## src/rtl/sir_pkg.sv

```systemverilog
package sir_pkg;
  localparam int BIT_TICKS   = 16;
  localparam int PULSE_STEPS = 3;
  localparam int PHASE_W     = $clog2(BIT_TICKS);
  localparam int STRETCH_W   = $clog2(BIT_TICKS + 1);

  typedef enum logic [1:0] {
    RX_IDLE  = 2'd0,
    RX_CHECK = 2'd1,
    RX_HOLD  = 2'd2
  } rx_state_t;
endpackage

```

## src/rtl/sir_lp_div.sv

```systemverilog
module sir_lp_div #(
  parameter int DIV_W = 8
) (
  input  logic             clk,
  input  logic             rst,
  input  logic             en,
  input  logic             restart,
  input  logic [DIV_W-1:0] div,
  output logic             tick
);
  logic [DIV_W-1:0] cnt;
  logic             run;

  assign run  = en && (div != '0);
  assign tick = run && !restart && (cnt == div);

  always_ff @(posedge clk) begin
    if (rst || !run || restart) begin
      cnt <= '0;
    end else if (cnt == div) begin
      cnt <= '0;
    end else begin
      cnt <= cnt + 1'b1;
    end
  end
endmodule

```

## src/rtl/sir_tx_shaper.sv

```systemverilog
module sir_tx_shaper
  import sir_pkg::*;
#(
  parameter int DIV_W = 8
) (
  input  logic             clk,
  input  logic             rst,
  input  logic             en,
  input  logic             lp_mode,
  input  logic [DIV_W-1:0] lp_div,
  input  logic             baud16_tick,
  input  logic             tx_bit,
  input  logic             lp_tick,
  output logic             boundary,
  output logic             pulse
);
  localparam int LEFT_W = $clog2(PULSE_STEPS);

  logic [PHASE_W-1:0] phase;
  logic [LEFT_W-1:0]  left;
  logic               lp_q;
  logic               step;
  logic               start;

  assign boundary = en && baud16_tick && (phase == '0);
  assign start    = boundary && !tx_bit && (!lp_mode || (lp_div != '0));
  assign step     = lp_q ? lp_tick : baud16_tick;

  always_ff @(posedge clk) begin
    if (rst || !en) begin
      phase <= '0;
    end else if (baud16_tick) begin
      phase <= phase + 1'b1;
    end
  end

  always_ff @(posedge clk) begin
    if (rst || !en) begin
      pulse <= 1'b0;
      left  <= '0;
      lp_q  <= 1'b0;
    end else if (start) begin
      pulse <= 1'b1;
      left  <= LEFT_W'(PULSE_STEPS - 1);
      lp_q  <= lp_mode;
    end else if (pulse && step) begin
      if (left == '0) begin
        pulse <= 1'b0;
      end else begin
        left <= left - 1'b1;
      end
    end
  end
endmodule

```

## src/rtl/sir_rx_decoder.sv

```systemverilog
module sir_rx_decoder
  import sir_pkg::*;
(
  input  logic clk,
  input  logic rst,
  input  logic en,
  input  logic sir_in_n,
  input  logic baud16_tick,
  input  logic lp_tick,
  output logic restart,
  output logic rx_bit
);
  logic [1:0]           sync;
  logic                 s_n;
  rx_state_t            state;
  logic [STRETCH_W-1:0] hold;

  assign s_n     = sync[1];
  assign restart = en && (state == RX_IDLE) && !s_n;

  always_ff @(posedge clk) begin
    if (rst) begin
      sync <= 2'b11;
    end else begin
      sync <= {sync[0], sir_in_n};
    end
  end

  always_ff @(posedge clk) begin
    if (rst || !en) begin
      state <= RX_IDLE;
    end else begin
      case (state)
        RX_IDLE:  if (!s_n) state <= RX_CHECK;
        RX_CHECK: begin
          if (s_n) begin
            state <= RX_IDLE;
          end else if (lp_tick) begin
            state <= RX_HOLD;
          end
        end
        RX_HOLD:  if (s_n) state <= RX_IDLE;
        default:  state <= RX_IDLE;
      endcase
    end
  end

  always_ff @(posedge clk) begin
    if (rst || !en) begin
      rx_bit <= 1'b1;
      hold   <= '0;
    end else if (state == RX_CHECK && !s_n && lp_tick) begin
      rx_bit <= 1'b0;
      hold   <= STRETCH_W'(BIT_TICKS);
    end else if (baud16_tick && hold != '0) begin
      hold <= hold - 1'b1;
      if (hold == STRETCH_W'(1)) begin
        rx_bit <= 1'b1;
      end
    end
  end
endmodule

```

## src/rtl/sir_codec.sv

```systemverilog
module sir_codec #(
  parameter int DIV_W = 8
) (
  input  logic             clk,
  input  logic             rst,
  input  logic             sir_en,
  input  logic             lp_mode,
  input  logic [DIV_W-1:0] lp_div,
  input  logic             baud16_tick,
  input  logic             tx_bit,
  output logic             sir_out,
  input  logic             sir_in_n,
  output logic             rx_bit
);
  logic tx_tick;
  logic tx_boundary;
  logic tx_restart;
  logic rx_tick;
  logic rx_restart;

  assign tx_restart = tx_boundary;

  sir_lp_div #(.DIV_W(DIV_W)) u_tx_div (
    .clk(clk), .rst(rst), .en(sir_en), .restart(tx_restart),
    .div(lp_div), .tick(tx_tick)
  );

  sir_lp_div #(.DIV_W(DIV_W)) u_rx_div (
    .clk(clk), .rst(rst), .en(sir_en), .restart(rx_restart),
    .div(lp_div), .tick(rx_tick)
  );

  sir_tx_shaper #(.DIV_W(DIV_W)) u_tx (
    .clk(clk), .rst(rst), .en(sir_en), .lp_mode(lp_mode), .lp_div(lp_div),
    .baud16_tick(baud16_tick), .tx_bit(tx_bit), .lp_tick(tx_tick),
    .boundary(tx_boundary), .pulse(sir_out)
  );

  sir_rx_decoder u_rx (
    .clk(clk), .rst(rst), .en(sir_en), .sir_in_n(sir_in_n),
    .baud16_tick(baud16_tick), .lp_tick(rx_tick),
    .restart(rx_restart), .rx_bit(rx_bit)
  );
endmodule

```

## config.mk

```make
export PLATFORM = sky130hd
export DESIGN_NAME = sir_codec
export DESIGN_NICKNAME = d
export VERILOG_FILES = /design/src/rtl/sir_pkg.sv /design/src/rtl/sir_lp_div.sv /design/src/rtl/sir_tx_shaper.sv /design/src/rtl/sir_rx_decoder.sv /design/src/rtl/sir_codec.sv
export SDC_FILE = /design/constraint.sdc
export NUM_CORES = 1
export LEC_CHECK = 0
export ABC_CLOCK_PERIOD_IN_PS = 1700
export CAP_MARGIN = 20
export CORE_MARGIN = 1
export CORE_UTILIZATION = 53
export CTS_BUF_LIST = sky130_fd_sc_hd__clkbuf_2
export CTS_CLUSTER_SIZE = 24
export DETAILED_ROUTE_END_ITERATION = 10
export PLACE_DENSITY = 0.8
export SLEW_MARGIN = 30
export SYNTH_ARGS = -nofsm -noshare
export SYNTH_HDL_FRONTEND = slang
export SYNTH_SLANG_ARGS = --single-unit
export TNS_END_PERCENT = 100
```

## constraint.sdc

```tcl
create_clock -name clk -period 1.7 [get_ports clk]
set_clock_uncertainty 0.1 [all_clocks]
set_input_delay 0.255 -clock clk [delete_from_list [all_inputs] [get_ports clk]]
set_output_delay 0.255 -clock clk [all_outputs]
set_load 0.005 [all_outputs]
```

After elaboration in Yosys (flattened, before gate mapping) --
Cells that the tools add are included. Widths: inputs -> output; s select.
Storage, ports and cells: output and inout bits 2, bits in registers 34
Cells by class: bitwise gates (word level) 1, multiplexer cells 17, reductions and logical operators 45, eq/ne operators 9, add/subtract/negate cells 5
Operators with widths (number):
- $add 8x1->8 const B | 2
- $eq 8x8->1 | 2
- $logic_and 1x1->1 | 15
- $mux 2 | 7
- $mux 5 | 2
- $reduce_and 2->1 | 4
- $reduce_bool 2->1 | 4
- $reduce_bool 8->1 | 1
- $reduce_or 2->1 | 4
- $logic_not 1->1 | 7
- $mux 1 | 7
- $pmux 2 s3 | 1
- $eq 5x1->1 const B | 1
- $logic_or 1x1->1 | 5
- $reduce_bool 5->1 | 1
- $sub 5x1->5 const B | 1
- $add 4x1->4 const B | 1
- $logic_not 2->1 | 2
- $logic_not 4->1 | 1
- $ne 2x1->1 const B | 2
- $ne 3x1->1 const B | 1
- $reduce_and 3->1 | 1
- $eq 2x1->1 const B | 1
- $eq 2x2->1 const B | 1
- 3 further kinds | 3

Logic depth before layout (Yosys ltp) --
depth in word-level cells 9, mapped depth 6, depth with buffers taken out 6

Cells and area by module --
A second synthesis with hierarchy kept.
Unflattened totals: cells, all modules 191, area, all modules 1896.8 um^2
Modules (own cells, without submodules):
- sir_lp_div | instances 2, area each 523.0 um^2, cells each 50
- sir_rx_decoder | instances 1, area each 451.7 um^2, cells each 49
- sir_tx_shaper | instances 1, area each 399.1 um^2, cells each 42

Worst setup path before layout --
OpenSTA, ideal clock, no wires.
path type register to register, from reg u_tx.phase[0], to reg u_tx.left[0], setup slack 0.009 ns, data arrival time 1.469 ns, clock period less this slack 1.691 ns, data required time 1.479 ns, cell stages (with the launch flop) 7, buffers on the path 0, cells stage by stage dfxtp_1 inv_1 ha_1 nand4bb_4 a311oi_1 nor2_1 mux2_4
Between the ends: longest elaborated chain between the ends 8, elaborated cells on any way between the ends 11, classes of those cells mux (1); reduce/logical (10)
RTL lines:
- start, declared | RTL line sir_tx_shaper.sv:19 | logic [PHASE_W-1:0] phase;
- start signal, assigned | RTL line sir_tx_shaper.sv:33 | phase <= phase + 1'b1;
- $logic_not 4->1 (*) | RTL line sir_tx_shaper.sv:25 | assign boundary = en && baud16_tick && (phase == '0);
- $logic_and 1x1->1 (*) | RTL line sir_tx_shaper.sv:25
- $logic_not 1->1 | RTL line sir_lp_div.sv:15 | assign tick = run && !restart && (cnt == div);
- $logic_and 1x1->1 (2 in series) | RTL line sir_lp_div.sv:15
- $mux 1 | RTL line sir_tx_shaper.sv:27 | assign step = lp_q ? lp_tick : baud16_tick;
- $logic_and 1x1->1 | RTL line sir_tx_shaper.sv:46 | end else if (pulse && step) begin
- $reduce_and 2->1 (no source line)
- end signal, assigned | RTL line sir_tx_shaper.sv:44 | left <= LEFT_W'(PULSE_STEPS - 1);
- end signal, assigned | RTL line sir_tx_shaper.sv:50 | left <= left - 1'b1;
- end, declared | RTL line sir_tx_shaper.sv:20 | logic [LEFT_W-1:0] left;
Mark *: on every way between the ends. The rest lies on a longest branch, timed or not. A chain may end at the register's enable or synchronous reset.

Final worst setup path --
from reg u_rx_div.cnt[4], to reg u_rx.rx_bit
Between the ends: longest elaborated chain between the ends 5, elaborated cells on any way between the ends 7, classes of those cells eq/ne (1); mux (1); reduce/logical (5)
RTL lines:
- start, declared | RTL line sir_lp_div.sv:11 | logic [DIV_W-1:0] cnt;
- start signal, assigned | RTL line sir_lp_div.sv:23 | cnt <= cnt + 1'b1;
- $eq 8x8->1 (*) | RTL line sir_lp_div.sv:15
- $logic_and 1x1->1 (*) | RTL line sir_lp_div.sv:15
- $logic_and 1x1->1 (*) | RTL line sir_rx_decoder.sv:52 | end else if (state == RX_CHECK && !s_n && lp_tick) begin
- $reduce_bool 2->1 (no source line)
- $reduce_and 2->1 (no source line)
- end signal, assigned | RTL line sir_rx_decoder.sv:50 | rx_bit <= 1'b1;
- end signal, assigned | RTL line sir_rx_decoder.sv:53 | rx_bit <= 1'b0;
- end signal, assigned | RTL line sir_rx_decoder.sv:58 | rx_bit <= 1'b1;
- end, declared | RTL line sir_rx_decoder.sv:11 | output logic rx_bit
Marks and branches as above.

==> reports/metrics.cfg <==
[place]
gp_congestion = 0.849
io_buffers = 16
pre_cts_ws_ns = -0.520
dpl.hpwl_um = 2860
placed_cells = 266

[global_route]
grt_overflow = 0
grt_pass1_vias = 1482
antenna_found_initial = 0
track_usage = 0.248
grt_max_degree = 13
grt_first_pass_wirelength_um = 6290

[detailed_routing]
drtPass1Iterations = 4
drtIter0Drc = 50
drt_wl_total_um = 3990
via_count = 1492
routedWlPerCell_um = 14.3
via_per_inst = 5.35
drcViolationCount = 0
antenna_left = 0

[floorplan]
die_x_um = 58.7
start_util = 0.559
rows = 20
core_sq_um = 3050
boundaryPins = 17
die-area_sq_um = 3450
die_y_um = 58.7

[cts]
worstSkewPairLatency_ns = 0.39
cts_root_buffer = clkbuf_2
cts_tree = yes
hold_buffers = 0
cts.sinks = 34
numCtsBuffers = 5
clk_path_buf_depth = 2
cts.clk_slew.worst_paths_ns = 0.20
cts_htree_levels = 2

[power_and_ir_drop]
p_leak_nw = 0.948
power_density_nw_per_um2 = 591
power_frac_clock = 0.286
swShare = 0.282
intPower_w = 0.00100
power.switching_w = 0.000392
seqPwrFrac = 0.586
power_frac_comb = 0.128
vdd_drop_max_mv = 0.430

[sta]
timing.fmax_mhz = 586
drv_slew = 0
hold_violations = 0
rsz0062_at_grt = yes
relSlewSlack = 0.745
timing.final.crit_period_ns = 1.71
worst_slack_ns = -0.00584
finalSetupViolations = 2
tightest_slew_ns = 0.381
fin_crit_sh = 1.00

[critical_path]
max_stage_delay_ns = 0.60
path_class = flip-flop to flip-flop
crit_fanout = 3
end_kind = flip-flop
cp_slowest_cell = or4_1
cp-start-kind = flip-flop
arrival_ns = 1.93
cp.required_ns = 1.92
path_cells = xnor2_1 -> nand4_1 -> or4_1 -> a21o_1

[logic_synthesis]
synth_warnings = 0
synth_area_leaders = dfxtp_1 40%, xnor2_1 12%, nor2_1 6.2%, xor2_1 5.1%, ha_1 4.4%
yosysSeqAreaShare = 0.399
synth_xor_area_frac = 0.174
synthAdderAreaFrac = 0.0440
synth_cell_types = 43
syn_nets = 204
synth_mux_area_frac = 0.0147
syn_inst = 183
synth_flop_cell = dfxtp_1
synth_top_area_frac = 0.399
synth_edf_count = 0
synth_compound_area_frac = 0.120
synth.cell_area_sq_um = 1710
synth_async_sr_flop_share = 0
yosys.area_share.simple = 0.224
synth_top_area_cell = dfxtp_1
synth_top_family_by_area = simple AND/OR/NAND/NOR gates
ys_ff_latch = 34
syn-mean-instance-area_sq_um = 9.33

[worst_hold_path]
hp-class = flip-flop to flip-flop

[finish]
instances_no_fill = 279
drive_gt1_frac = 0.340
nNetsFinal = 255
area_growth_pct = 38.0
num_antenna_cells = 0

[run_status]
violations = setup timing
status = finished, violations left

[job]
cap_violations = 0

-- sequential cells by signal, summed over array words and instances (netlist names) --
| name | flops |
|---|---|
| u_rx.sync | 2 |
| u_tx.left | 2 |
| u_tx.lp_q | 1 |
| u_tx.pulse | 1 |
| u_rx.rx_bit | 1 |
| u_rx.state | 2 |
| u_tx_div.cnt | 8 |
| u_rx_div.cnt | 8 |
| u_tx.phase | 4 |
| u_rx.hold | 5 |
-- cells in the mapped netlist, types with 5 or more instances --
library cell  count
inv_1             9
nor2_1           28
nand3_1           8
xor2_1           10
nand4_1           5
ha_1              6
dfxtp_1          34
xnor2_1          24
nand2_1           6
-- power by group through the flow --
stage	sequential (W)	combinational [W]	clock, W
global placement	0.000831	0.000155	0
CTS	0.000815	0.000164	0.000405
detailed placement	0.000831	0.000162	0
global route	0.000818	0.000191	0.000445
finish	0.000816	0.000178	0.000399
floorplan	0.000831	0.0000739	0
-- per-stage QoR --
step                instance area [sq um]  setup TNS [ns]  total power, W   util  hold slack (ns)
finish                               2350        -0.00786         0.00139  0.771            0.351
global route                         2350          -0.389         0.00145  0.771            0.318
CTS                                  2220         -0.0987         0.00138  0.728            0.328
detailed placement                   2100           -8.60        0.000993  0.689            0.307
global placement                     2100           -7.54        0.000986  0.689            0.304
floorplan                            1710               0        0.000905      -            0.259
-- cell type report --
type / instances / area (sq um)
multi-input combinational: 138 / 1110
sequential: 34 / 701
fill: 217 / 698
timing repair buffer: 46 / 409
tap: 44 / 55.1
inverter: 9 / 33.8
clock buffer: 5 / 25.0
clock inverter: 3 / 21.3
-- cells by family after synthesis --
family	Yosys count
simple gates	71
xor+xnor	34
flops	34
compound gates	25
buf+inv	11
fa+ha+maj	6
mux	2
-- what timing repair did --
item / 4_1_cts / 5_1_grt
pin swaps: 4 / 6
buffers inserted: 4 / 1
endpoints found under the setup margin: 8 / 11
gates resized for setup: 12 / 35
-- critical path, delay by kind of cell (launching register included) --
family / cells / cell delay, ns
AOI/OAI and AO/OA: 1 / 0.18
xor gates and xnor gates: 1 / 0.15
DFF: 1 / 0.38
and+or+nand+nor: 2 / 0.83
-- final timing paths --
path	from	endpoint	slack, ns	cells after the start
max reg2reg	u_rx_div.cnt[4]$_SDFF_PP0_	u_rx.rx_bit$_SDFFE_PP1P_	-0.006	4
max	u_rx_div.cnt[4]$_SDFF_PP0_	u_rx.rx_bit$_SDFFE_PP1P_	-0.006	4
min reg2reg	u_rx.sync[0]$_SDFF_PP1_	u_rx.sync[1]$_SDFF_PP1_	0.35	1
min	u_rx.sync[0]$_SDFF_PP1_	u_rx.sync[1]$_SDFF_PP1_	0.35	1
-- routing by layer --
layer	GRT usage	vias to the layer above	part of all wire
met5	0	-	0
met4	0.153	0	0.027
met3	0.0637	13	0.036
met2	0.430	30	0.52
met1	0.269	710	0.42
li1	-	739	-
-- cells in the final DEF (no fill, tap or decap), types with 3 or more instances in the layout --
master and count:
o21ai_0 3, dfxtp_1 18, nor2_1 28, dfxtp_2 16
clkdlybuf4s50_1 8, xnor2_2 3, or2_2 3, xor2_1 10
nand2_1 6, clkbuf_2 5, nand4_1 5, xnor2_1 21
and3_1 3, inv_1 7, nand2b_1 3, nor4_1 3
dlymetal6s2s_1 7, buf_4 28, a21oi_1 3, ha_1 4
nand3_1 8
(Power assumes the default switching activity.)
